**src/rtl/loop_ctrl_pkg.sv**
```systemverilog
package loop_ctrl_pkg;

    typedef enum logic [2:0] {
        LS_IDLE  = 3'd0,
        LS_EVAL  = 3'd1,
        LS_BODY  = 3'd2,
        LS_DRAIN = 3'd3,
        LS_DONE  = 3'd4
    } loop_state_e;

    typedef struct packed {
        loop_state_e state;
    } loop_regs_t;

    typedef struct packed {
        logic done;
        logic cond_en;
        logic body_en;
    } loop_outs_t;

endpackage

```
**src/rtl/loop_ctrl_next.sv**
```systemverilog
module loop_ctrl_next
    import loop_ctrl_pkg::*;
(
    input  loop_regs_t regs_q,
    input  logic       start_i,
    input  logic       cond_done_i,
    input  logic       cond_i,
    input  logic       cond_valid_i,
    input  logic       body_done_i,
    output loop_regs_t regs_d
);

    logic cond_seen;

    // The compare result counts only when completion and the readable tag coincide.
    assign cond_seen = cond_done_i & cond_valid_i;

    always_comb begin
        regs_d = regs_q;
        unique case (regs_q.state)
            LS_IDLE: begin
                if (start_i) regs_d.state = LS_EVAL;
            end
            LS_EVAL: begin
                if (cond_seen) regs_d.state = cond_i ? LS_BODY : LS_DONE;
            end
            LS_BODY: begin
                if (body_done_i) regs_d.state = LS_DRAIN;
            end
            LS_DRAIN: begin
                if (!body_done_i) regs_d.state = LS_EVAL;
            end
            LS_DONE: begin
                if (!start_i) regs_d.state = LS_IDLE;
            end
            default: regs_d.state = LS_IDLE;
        endcase
    end

endmodule

```
**src/rtl/loop_ctrl_decode.sv**
```systemverilog
module loop_ctrl_decode
    import loop_ctrl_pkg::*;
(
    input  loop_regs_t regs_q,
    output loop_outs_t outs
);

    always_comb begin
        outs = '0;
        unique case (regs_q.state)
            LS_EVAL: outs.cond_en = 1'b1;
            LS_BODY: outs.body_en = 1'b1;
            LS_DONE: outs.done    = 1'b1;
            default: outs         = '0;
        endcase
    end

endmodule

```
**src/rtl/loop_handshake_ctrl.sv**
```systemverilog
module loop_handshake_ctrl
    import loop_ctrl_pkg::*;
(
    input  logic clk,
    input  logic rst_n,
    input  logic start_i,
    input  logic cond_done_i,
    input  logic cond_i,
    input  logic cond_valid_i,
    input  logic body_done_i,
    output logic done_o,
    output logic cond_en_o,
    output logic body_en_o
);

    loop_regs_t regs_q;
    loop_regs_t regs_d;
    loop_regs_t nxt;
    loop_outs_t outs;

    loop_ctrl_next i_next (
        .regs_q      (regs_q),
        .start_i     (start_i),
        .cond_done_i (cond_done_i),
        .cond_i      (cond_i),
        .cond_valid_i(cond_valid_i),
        .body_done_i (body_done_i),
        .regs_d      (nxt)
    );

    loop_ctrl_decode i_decode (
        .regs_q(regs_q),
        .outs  (outs)
    );

    always_comb begin
        regs_d = nxt;
    end

    always_ff @(posedge clk) begin
        if (!rst_n) regs_q <= '{state: LS_IDLE};
        else        regs_q <= regs_d;
    end

    assign done_o    = outs.done;
    assign cond_en_o = outs.cond_en;
    assign body_en_o = outs.body_en;


    excl_outs_chk: assert property (@(posedge clk) disable iff (!rst_n)
        $onehot0({done_o, cond_en_o, body_en_o}));


    eval_wait_chk: assert property (@(posedge clk) disable iff (!rst_n)
        (cond_en_o && !(cond_done_i && cond_valid_i)) |=> cond_en_o);


    cond_true_chk: assert property (@(posedge clk) disable iff (!rst_n)
        (cond_en_o && cond_done_i && cond_valid_i && cond_i) |=> (body_en_o && !cond_en_o));


    cond_false_chk: assert property (@(posedge clk) disable iff (!rst_n)
        (cond_en_o && cond_done_i && cond_valid_i && !cond_i) |=> (done_o && !body_en_o));


    body_hold_chk: assert property (@(posedge clk) disable iff (!rst_n)
        (body_en_o && !body_done_i) |=> body_en_o);


    done_hold_chk: assert property (@(posedge clk) disable iff (!rst_n)
        (done_o && start_i) |=> done_o);


    done_release_chk: assert property (@(posedge clk) disable iff (!rst_n)
        (done_o && !start_i) |=> !done_o);


    eval_gap_chk: assert property (@(posedge clk) disable iff (!rst_n)
        body_en_o |=> !cond_en_o);

endmodule

```
**config.mk**
```make
export PLATFORM = sky130hd
export DESIGN_NAME = loop_handshake_ctrl
export DESIGN_NICKNAME = d
export VERILOG_FILES = /design/src/rtl/loop_ctrl_pkg.sv /design/src/rtl/loop_ctrl_next.sv /design/src/rtl/loop_ctrl_decode.sv /design/src/rtl/loop_handshake_ctrl.sv
export SDC_FILE = /design/constraint.sdc
export NUM_CORES = 1
export LEC_CHECK = 0
export BUFFER_PORTS_ARGS = -buffer_cell sky130_fd_sc_hd__buf_2
export CAP_MARGIN = 30
export CELL_PAD_IN_SITES_DETAIL_PLACEMENT = 1
export CELL_PAD_IN_SITES_GLOBAL_PLACEMENT = 1
export CORE_AREA = 2 2 39 41
export DETAILED_ROUTE_END_ITERATION = 12
export DIE_AREA = 0 0 41 43
export PLACE_DENSITY = 0.58
export SKIP_LAST_GASP = 1
export SLEW_MARGIN = 20
export SYNTH_ARGS = -nofsm -noshare
export SYNTH_HDL_FRONTEND = slang
export SYNTH_SLANG_ARGS = --single-unit
```
**constraint.sdc**
```tcl
create_clock -name clk -period 2.09 [get_ports clk]
set_input_delay 0 -clock clk [delete_from_list [all_inputs] [get_ports clk]]
set_output_delay 0 -clock clk [all_outputs]
set_load 0.01 [all_outputs]
```
==> flow_summary.json, run 1 <==
{
  "top_regs": "regs_q x3",
  "die_area_um2": 1760,
  "rows": 14,
  "grt_util_all_layers_pct": 8.92,
  "syn_to_final_growth_pct": 29.7,
  "clkSinkCount": 3,
  "crit_fanout": 11,
  "synth_largest_area_cell": "dfxtp_1",
  "clockBufferDepth": 2,
  "crit_path_end_kind": "register",
  "syn_area_per_cell_um2": 8.72,
  "die_y_um": 43,
  "routedWlPerCell_um": 10.8,
  "finalCriticalPeriod_ps": 1240,
  "tns_ps": 0,
  "drt-total-wl_um": 602,
  "fmax_mhz": 809,
  "final_common_cell": "buf_2",
  "syn_inst": 29,
  "ctsHtreeMaxLevel": 1,
  "drtIter0Drc": 2,
  "numPortBuffers": 9,
  "finalCritPeriodShare_pct": 59.1,
  "hold_class": "input port to register",
  "mostFrequentLayoutCells": "buf_2 (9), inv_1 (3), clkbuf_4 (3), dfxtp_1 (3)",
  "maxSlewHeadroom_pct": 76.8,
  "status": "complete, no violations",
  "final_util_pct": 23.7,
  "grt_first_pass_wirelength_um": 993,
  "grt_overflow": 0,
  "slew_violations": 0,
  "skew_ps": 1.18,
  "cts.reportedPaths.clkPinSlew_ps": 40,
  "irDropWorstVdd_uv": 122,
  "yosysWarnings": 0,
  "drc": 0,
  "first_pass_iters": 2,
  "hold_viol_final": 0,
  "leakagePower_nw": 0.152,
  "antenna_found_initial": 0,
  "hold_slack_ps": 21.4,
  "dp_hpwl_um": 465,
  "yosysUniqueCellTypes": 21,
  "worstMarginPinSlew_ps": 348,
  "antenna_cells": 0,
  "largest_reg_flops": 3,
  "ys_seq_area_share_pct": 23.8,
  "grt_pass1_vias": 247,
  "numCtsBuffers": 3,
  "hold_start": "rst_n",
  "syn-num-nets": 36,
  "core_um2": 1380,
  "routed_via_density": 4.38,
  "postCtsSetupRepairBufs": 0,
  "synth.area.top_cells": "dfxtp_1 (24%), nand3b_4 (7.9%), and2_2 (5.9%)",
  "setup_viol": 0,
  "gp_congestion": 0.662,
  "arrival_ps": 1390,
  "cap_viol_max_count": 0,
  "ioPinCount": 10,
  "start_util_pct": 18.3,
  "ant_nets": 0,
  "finalNetCount": 48,
  "num_vias": 245,
  "required_ps": 2250,
  "power_density_nw_per_um2": 680,
  "drive_gt1_share_pct": 45.0,
  "largest-register": "regs_q",
  "start_kind": "register",
  "fin_ws_ps": 854,
  "netlist.area_leader.share_pct": 23.8,
  "synth-seq-cells": 3,
  "rsz0062_at_grt": "false",
  "r2r-start": "regs_q[1]$_SDFFE_PN0P_",
  "startpoint": "regs_q[1]$_SDFFE_PN0P_",
  "netlist_area_um2": 253,
  "cts-root-buf": "clkbuf_4",
  "ctsHoldBuffers": 0,
  "path_class": "register to register",
  "place_ws_ps": 851,
  "cts_tree": "yes",
  "postCtsResizedCells": 0,
  "grt_max_degree": 12,
  "insertion_delay_ps": 230,
  "die_x_um": 41
}
==> metal layers <==
layer | part of all wire (%) | vias up | global-route usage (%)
li1 | - | 125 | -
met5 | 0 | - | 0
met2 | 45 | 11 | 12.8
met4 | 2.5 | 0 | 10.0
met3 | 7.8 | 2 | 1.57
met1 | 44 | 107 | 9.58
==> area by class of cell <==
cell class	count	area [um2]
Multi-Input combinational cell	21	165
Timing Repair Buffer	9	45.0
Sequential cell	3	60.1
Clock buffer	4	26.3
Tap cell	16	20.0
Fill cell	172	1060
Inverter	3	11.3
==> Yosys cell counts (all sizes together) <==
cell type  number
a211oi          1
a21oi           2
a311oi          1
a32o            1
a41oi           1
and2            2
and2b           1
buf             2
dfxtp           3
inv             3
mux2i           1
nand2           2
nand3b          1
nor2            2
nor2b           1
nor3b           1
nor4            1
o211ai          1
or2             1
or2b            1
==> kinds of logic after synthesis <==
| logic type | after synthesis | share of synthesized area (%) |
|---|---|---|
| AOI/OAI and AO/OA | 7 | 22.8 |
| DFF | 3 | 23.8 |
| muxes | 1 | 3.96 |
| buffers and inverters | 5 | 10.9 |
| and+or+nand+nor | 13 | 38.6 |
==> critical path, cell delays in order (launching register included) <==
cell and delay [ps]:
dfxtp_1 520, or2b_1 260, a32o_1 260, a211oi_2 130
==> stage by stage <==
stage / std cells / area, um2 / power (mW)
finish: 56 / 328 / 0.223
global route: 56 / 328 / 0.242
CTS: 56 / 328 / 0.231
detailed placement: 52 / 302 / 0.122
global placement: 52 / 302 / 0.121
floorplan: 29 / 253 / 0.104
==> power breakdown <==
| part | switching, mW | internal [mW] | leakage, nW |
|---|---|---|---|
| registers | 0.00885 | 0.0624 | 0.0246 |
| clock network | 0.0310 | 0.0716 | 0.0150 |
| logic | 0.0240 | 0.0250 | 0.112 |
==> worst paths after layout <==
path	end	slack [ps]	cells after the start
hold / removal	regs_q[2]$_SDFFE_PN0P_	20	3
setup / recovery	regs_q[2]$_SDFFE_PN0P_	850	3
hold reg to reg	regs_q[0]$_SDFFE_PN0P_	580	2
setup reg to reg	regs_q[2]$_SDFFE_PN0P_	850	3
No activity file was read; power rests on OpenSTA's default activity.
==> run 2, diff against run 1 <==
ABC_AREA = 1   (was not set)
PLACE_DENSITY = 0.66   (was 0.58)
clock period = 1.2 ns   (was 2.09 ns; I/O delays follow)
==> run 2 against run 1 <==
Against the previous run: clock skew hardly changed; critical path depth is 2 higher; sequential cell count is the same; sequential power rose to 3.1 times the previous value; sequential share of layout area decreased by 2.6 points; clock-buffer cell count stayed put; clock power is 70% higher; cell count is 36% higher; synthesized area increased by 21%; critical path type unchanged; register-to-register slack worse by 760 ps.
==> flow_summary.json, run 2 <==
{
  "status": "complete, no violations",
  "cts.reportedPaths.clkPinSlew_ps": 30,
  "drive_gt1_share_pct": 41.7,
  "rsz0062_at_grt": "false",
  "worstMarginPinSlew_ps": 204,
  "crit_fanout": 9,
  "start_kind": "register",
  "drt-total-wl_um": 703,
  "synth_top_family_by_area": "simple AND/OR/NAND/NOR gates",
  "synthFlopType": "dfxtp_1",
  "largest-register": "regs_q",
  "irDropWorstVdd_uv": 699,
  "start_util_pct": 22.1,
  "finalNetCount": 68,
  "synthMuxAreaShare_pct": 0,
  "ys_top_cells_by_count": "nand2_1 (9), nand3_1 (6), inv_1 (5), nor2_1 (5)",
  "fin_ws_ps": 93.2,
  "hold_viol_final": 0,
  "drtIter0Drc": 2,
  "cap_viol_max_count": 0,
  "antenna_cells": 0,
  "yosysUniqueCellTypes": 17,
  "netlist_area_um2": 305,
  "place_ws_ps": -72.4,
  "syn_inst": 47,
  "synth.most_common_cell": "nand2_1",
  "routed_via_density": 4.36,
  "largest_reg_flops": 3,
  "r2r_end": "regs_q[0]$_SDFFE_PN0P_",
  "synth-compound-area-share_pct": 6.56,
  "fmax_mhz": 903,
  "syn-num-nets": 54,
  "hold_end": "regs_q[0]$_SDFFE_PN0P_",
  "top_regs": "regs_q x3",
  "ioPinCount": 10,
  "crit_slowest_cell": "dfxtp_1",
  "dp_hpwl_um": 585,
  "synth-seq-cells": 3,
  "finalCritPeriodShare_pct": 92.2,
  "ant_nets": 0,
  "clockBufferDepth": 2,
  "first_pass_iters": 2,
  "grt_pass1_vias": 299,
  "worst-path-buf-inv": 1,
  "hold_slack_ps": 9.13,
  "syn_to_final_growth_pct": 32.8,
  "max_stage_delay_ps": 310,
  "hold_class": "input port to register",
  "ctsHtreeMaxLevel": 1,
  "postCtsSetupRepairBufs": 0,
  "ys_seq_area_share_pct": 19.7,
  "drc": 0,
  "grt_first_pass_wirelength_um": 1150,
  "tns_ps": 0,
  "die_y_um": 43,
  "core_um2": 1380,
  "grt_util_all_layers_pct": 9.62,
  "critPathTopFamily": "simple AND/OR/NAND/NOR gates",
  "crit_chain": "buf_12, nor2_4, nand3_1, a21oi_1, nor2_1",
  "synth.area.top_cells": "dfxtp_1 (20%), nand2_1 (11%), nor2_4 (11%)",
  "hold_start": "rst_n",
  "die_area_um2": 1760,
  "synth_largest_area_cell": "dfxtp_1",
  "grt_max_degree": 10,
  "finalCriticalPeriod_ps": 1110,
  "leakagePower_nw": 0.215,
  "cts-root-buf": "clkbuf_4",
  "gp_congestion": 0.687,
  "num_vias": 331,
  "synthSimpleGateAreaFrac_pct": 57.0,
  "netlist.area_leader.share_pct": 19.7,
  "crit_path_end_kind": "register",
  "hold_depth": 3,
  "rows": 14,
  "power_density_nw_per_um2": 2480,
  "grt_overflow": 0,
  "synthAdderAreaFrac_pct": 0,
  "r2r-start": "regs_q[1]$_SDFFE_PN0P_",
  "numPortBuffers": 9,
  "clkSinkCount": 3,
  "synth-edff-count": 0,
  "cts_tree": "yes",
  "skew_ps": 1.13,
  "syn_area_per_cell_um2": 6.50,
  "antenna_found_initial": 0,
  "rrSetupSlack_ps": 90,
  "required_ps": 1320,
  "numCtsBuffers": 3,
  "routedWlPerCell_um": 9.25,
  "mostFrequentLayoutCells": "nand2_1 (9), buf_2 (9), nand3_1 (6), nor2_1 (5), inv_1 (5)",
  "fillers": 190,
  "setup_viol": 0,
  "async_flop_share_pct": 0,
  "maxSlewHeadroom_pct": 86.3,
  "insertion_delay_ps": 230,
  "slew_violations": 0,
  "path_class": "register to register",
  "die_x_um": 41,
  "yosysWarnings": 0,
  "arrival_ps": 1220,
  "reg2regPathDepth": 5,
  "final_util_pct": 29.3,
  "synth-xor-area-share_pct": 0
}
-- run 2: cell count changes in the layout (fill, tap and decap cells not counted), moves of 2 or more --
cell and change:
nand2_1 +7, nand3_1 +6, nor2_1 +3, nor2_4 +3
and2_2 -2, inv_1 +2, nand2_2 +2, nand3_2 +2
-- run 2: kinds of logic (layout without fill, tap and decap cells) --
kind of cell,count (synthesis),in the layout
and+or+nand+nor,31,31
buffers and inverters,9,22
AOI/OAI and AO/OA,4,4
DFF,3,3
-- run 2: worst max-delay path by stage --
stage / from / end / slack, ps / cells after the start
after floorplan: regs_q[0]$_SDFFE_PN0P_ / regs_q[0]$_SDFFE_PN0P_ / 180 / 7
after global placement: regs_q[0]$_SDFFE_PN0P_ / regs_q[1]$_SDFFE_PN0P_ / -50 / 7
after detailed placement: regs_q[0]$_SDFFE_PN0P_ / regs_q[0]$_SDFFE_PN0P_ / -70 / 7
after CTS: regs_q[0]$_SDFFE_PN0P_ / regs_q[0]$_SDFFE_PN0P_ / 60 / 7
after global routing: regs_q[1]$_SDFFE_PN0P_ / regs_q[0]$_SDFFE_PN0P_ / 0.9 / 5
final: regs_q[1]$_SDFFE_PN0P_ / regs_q[0]$_SDFFE_PN0P_ / 90 / 5
-- run 2: worst min-delay path, cell delays in order --
cell and delay, ps:
buf_2 110, nand2_1 60, nor2_1 30
-- run 2: final cells by class --
cell class | instances | area (um2) | area share [%]
Clock buffer | 4 | 26.3 | 6.48
Inverter | 7 | 28.8 | 7.10
Multi-Input combinational cell | 35 | 194 | 47.8
Sequential cell | 3 | 63.8 | 15.7
Tap cell | 16 | 20.0 | 4.94
Timing Repair Buffer | 11 | 72.6 | 17.9
-- run 2: layer usage --
metal | GRT usage [%] | routed length [um] | vias to the layer above | share of wire, %
li1 | - | - | 175 | -
met1 | 11.2 | 320 | 147 | 46
met2 | 15.3 | 330 | 9 | 47
met3 | 4.71 | 52 | 0 | 7.4
met4 | 2.00 | 0 | 0 | 0
met5 | 0 | 0 | - | 0
-- run 2: where the power goes --
part | switching [mW] | leakage, nW | internal, mW
registers | 0.0684 | 0.0254 | 0.152
logic | 0.346 | 0.174 | 0.263
clock network | 0.0502 | 0.0150 | 0.124
total | 0.465 | 0.215 | 0.540
-- run 2: per-stage QoR --
stage	area, um2	instances	total power, mW
final	405	76	1.00
after global routing	405	76	1.12
after CTS	403	76	1.03
after detailed placement	375	72	0.837
after global placement	375	72	0.817
after floorplan	305	47	0.686
-- run 2: timing repair --
| action | CTS | global route |
|---|---|---|
| endpoints found under the setup margin | 4 | 3 |
| pin swaps | 0 | 1 |
| hold buffers | 0 | 0 |
| gates resized for setup | 1 | 1 |
==> run 3, diff against run 2 <==
PLACE_DENSITY = 0.58   (was 0.66)
SYNTH_HIERARCHICAL = 1   (was not set)
==> run 3 against run 2 <==
Against the previous run: combinational power decreased by 90%; clock skew increased by 2.2 ps; critical endpoint is now cond_en_o; setup slack improved by 75 ps; via count decreased by 18%; routed wire length decreased by 16%; core utilization decreased by 6.1 points; total power decreased by 65%; design area decreased by 21%; clock-buffer cell count unchanged; cell count decreased by 6.6%.
==> flow_summary.json, run 3 <==
{
  "synthFlopType": "dfxtp_1",
  "ys_top_cells_by_count": "nand2_1 (13), inv_1 (9), nor2_1 (8)",
  "worst-path-buf-inv": 2,
  "numCtsBuffers": 3,
  "insertion_delay_ps": 230,
  "dp_cells": 66,
  "cts-root-buf": "clkbuf_4",
  "mostFrequentLayoutCells": "nand2_1 (13), inv_1 (9), buf_2 (9), nor2_1 (8)",
  "largest_reg_flops": 3,
  "routed_via_density": 3.85,
  "cts_tree": "yes",
  "p_int_uw": 256,
  "synth_largest_area_cell": "dfxtp_1",
  "syn_area_per_cell_um2": 5.34,
  "arrival_ps": 1030,
  "syn-num-nets": 48,
  "grt_pass1_vias": 262,
  "yosysUniqueCellTypes": 10,
  "rows": 14,
  "fmax_mhz": 969,
  "hold_slack_ps": 91.0,
  "synth.area.top_cells": "dfxtp_1 (27%), nand2_1 (22%), inv_1 (15%)",
  "critPathTopFamily": "flip-flops",
  "power_frac_seq_pct": 32.4,
  "status": "complete, no violations",
  "cts.reportedPaths.clkPinSlew_ps": 40,
  "path_class": "register to output pin",
  "die_y_um": 43,
  "grt_max_degree": 9,
  "yosysWarnings": 6,
  "hold_viol_final": 0,
  "numPortBuffers": 9,
  "fin_area_um2": 320,
  "cap_viol_max_count": 0,
  "async_flop_share_pct": 0,
  "largest-register": "regs_q",
  "syn_inst": 41,
  "grt_first_pass_wirelength_um": 1050,
  "start_kind": "register",
  "power.share.combinational_pct": 16.6,
  "synth.most_common_cell": "nand2_1",
  "antenna_found_initial": 0,
  "finalNetCount": 63,
  "switchingPower_uw": 92.8,
  "synthAdderAreaFrac_pct": 0,
  "final_common_cell": "nand2_1",
  "irDropWorstVdd_uv": 324,
  "drtIter0Drc": 1,
  "rsz0062_at_grt": "false",
  "die_area_um2": 1760,
  "finalCriticalPeriod_ps": 1030,
  "clkSinkCount": 3,
  "ant_nets": 0,
  "switching_share_pct": 26.6,
  "fillers": 192,
  "ctsHtreeMaxLevel": 1,
  "power_density_nw_per_um2": 1090,
  "netlist_area_um2": 219,
  "antenna_cells": 0,
  "netlist.area_leader.share_pct": 27.4,
  "finalCritPeriodShare_pct": 86.0,
  "synth-xor-area-share_pct": 0,
  "grt_util_all_layers_pct": 9.03,
  "core_um2": 1380,
  "synth-compound-area-share_pct": 2.29,
  "drive_gt1_share_pct": 27.3,
  "drc": 0,
  "crit_chain": "inv_1, nand2_1, nor2_1, buf_2",
  "hold_class": "input port to register",
  "num_vias": 273,
  "tns_ps": 0,
  "slew_violations": 0,
  "start_util_pct": 15.8,
  "ys_seq_area_share_pct": 27.4,
  "required_ps": 1200,
  "max_stage_delay_ps": 490,
  "synthSimpleGateAreaFrac_pct": 53.1,
  "syn_to_final_growth_pct": 46.3,
  "grt_overflow": 0,
  "postCtsSetupRepairBufs": 0,
  "drt-total-wl_um": 592,
  "placed_area_um2": 284,
  "layout.cells.non_filler": 71,
  "crit_slowest_cell": "dfxtp_1",
  "clockBufferDepth": 2,
  "die_x_um": 41,
  "synthMuxAreaShare_pct": 0,
  "routedWlPerCell_um": 8.34,
  "worstMarginPinSlew_ps": 311,
  "setup_viol": 0,
  "ioPinCount": 10,
  "top_regs": "regs_q x3",
  "synth_top_family_by_area": "simple AND/OR/NAND/NOR gates",
  "crit_path_end_kind": "output pin",
  "leakagePower_nw": 0.201,
  "synth-edff-count": 0,
  "skew_ps": 3.33,
  "synth-seq-cells": 3,
  "maxSlewHeadroom_pct": 79.3,
  "p_clk_share_pct": 50.9,
  "dp_hpwl_um": 470,
  "first_pass_iters": 2,
  "crit_fanout": 8,
  "gp_congestion": 0.630
}
-- run 3: cell count changes in the layout (fill, tap and decap cells not counted), moves of 2 or more --
cell	change
nand3_2	-2
inv_1	+4
nor2_1	+3
a21oi_1	-3
nor2_4	-3
nand2_1	+4
nand2_2	-2
nand3_1	-3
-- run 3: metrics by stage --
stage | utilization, % | total power [mW] | setup slack (ps)
2_1_floorplan | - | 0.148 | 362
3_3_place_gp | 20.5 | 0.173 | 209
6_report | 23.1 | 0.349 | 168
4_1_cts | 23.1 | 0.361 | 131
5_1_grt | 23.1 | 0.383 | 72.7
3_5_place_dp | 20.5 | 0.172 | 206
-- run 3: what timing repair did --
action,CTS,global route
hold buffers,1,0
hold endpoints to repair,3,0
gates resized for setup,0,0
-- run 3: power groups by stage --
stage	logic (mW)	registers [mW]	clock network, mW
after floorplan	0.0345	0.113	0
after global placement	0.0573	0.116	0
after detailed placement	0.0571	0.115	0
after CTS	0.0596	0.114	0.188
after global routing	0.0701	0.115	0.198
final	0.0580	0.113	0.178
-- run 3: layer usage --
layer | global-route usage (%) | wire [um] | vias up
met5 | 0 | 0 | -
met1 | 9.94 | 290 | 118
met4 | 4.00 | 4 | 0
met3 | 6.28 | 26 | 2
li1 | - | - | 148
met2 | 12.8 | 270 | 5
-- run 3: tightest hold or removal path, stage by stage --
cell and delay [ps]:
buf_2 90, o21ai_1 60, nand2_1 60, nand2_1 40, inv_1 40
-- run 3: final timing paths --
| check | slack, ps | to | cells after the start | from |
|---|---|---|---|---|
| max | 170 | cond_en_o | 4 | regs_q[2]$_SDFF_PN0_ |
| min | 90 | regs_q[1]$_SDFF_PN0_ | 5 | body_done_i |
| max reg2reg | 220 | regs_q[0]$_SDFF_PN0_ | 6 | regs_q[1]$_SDFF_PN0_ |
| min reg2reg | 680 | regs_q[0]$_SDFF_PN0_ | 4 | regs_q[0]$_SDFF_PN0_ |
-- run 3: layout make-up --
type                       instances  area, um2  share of cell area (%)
tap                               16       20.0                    6.25
sequential                         3       60.1                    18.8
clock buffer                       4       26.3                    8.20
inverter                          10       37.5                    11.7
multi-input combinational         28        121                    37.9
timing repair buffer              10       55.1                    17.2
-- run 3: cell families after synthesis --
family / count (synthesis)
compound gates: 1
buf+inv: 10
simple gates: 27
flops: 3
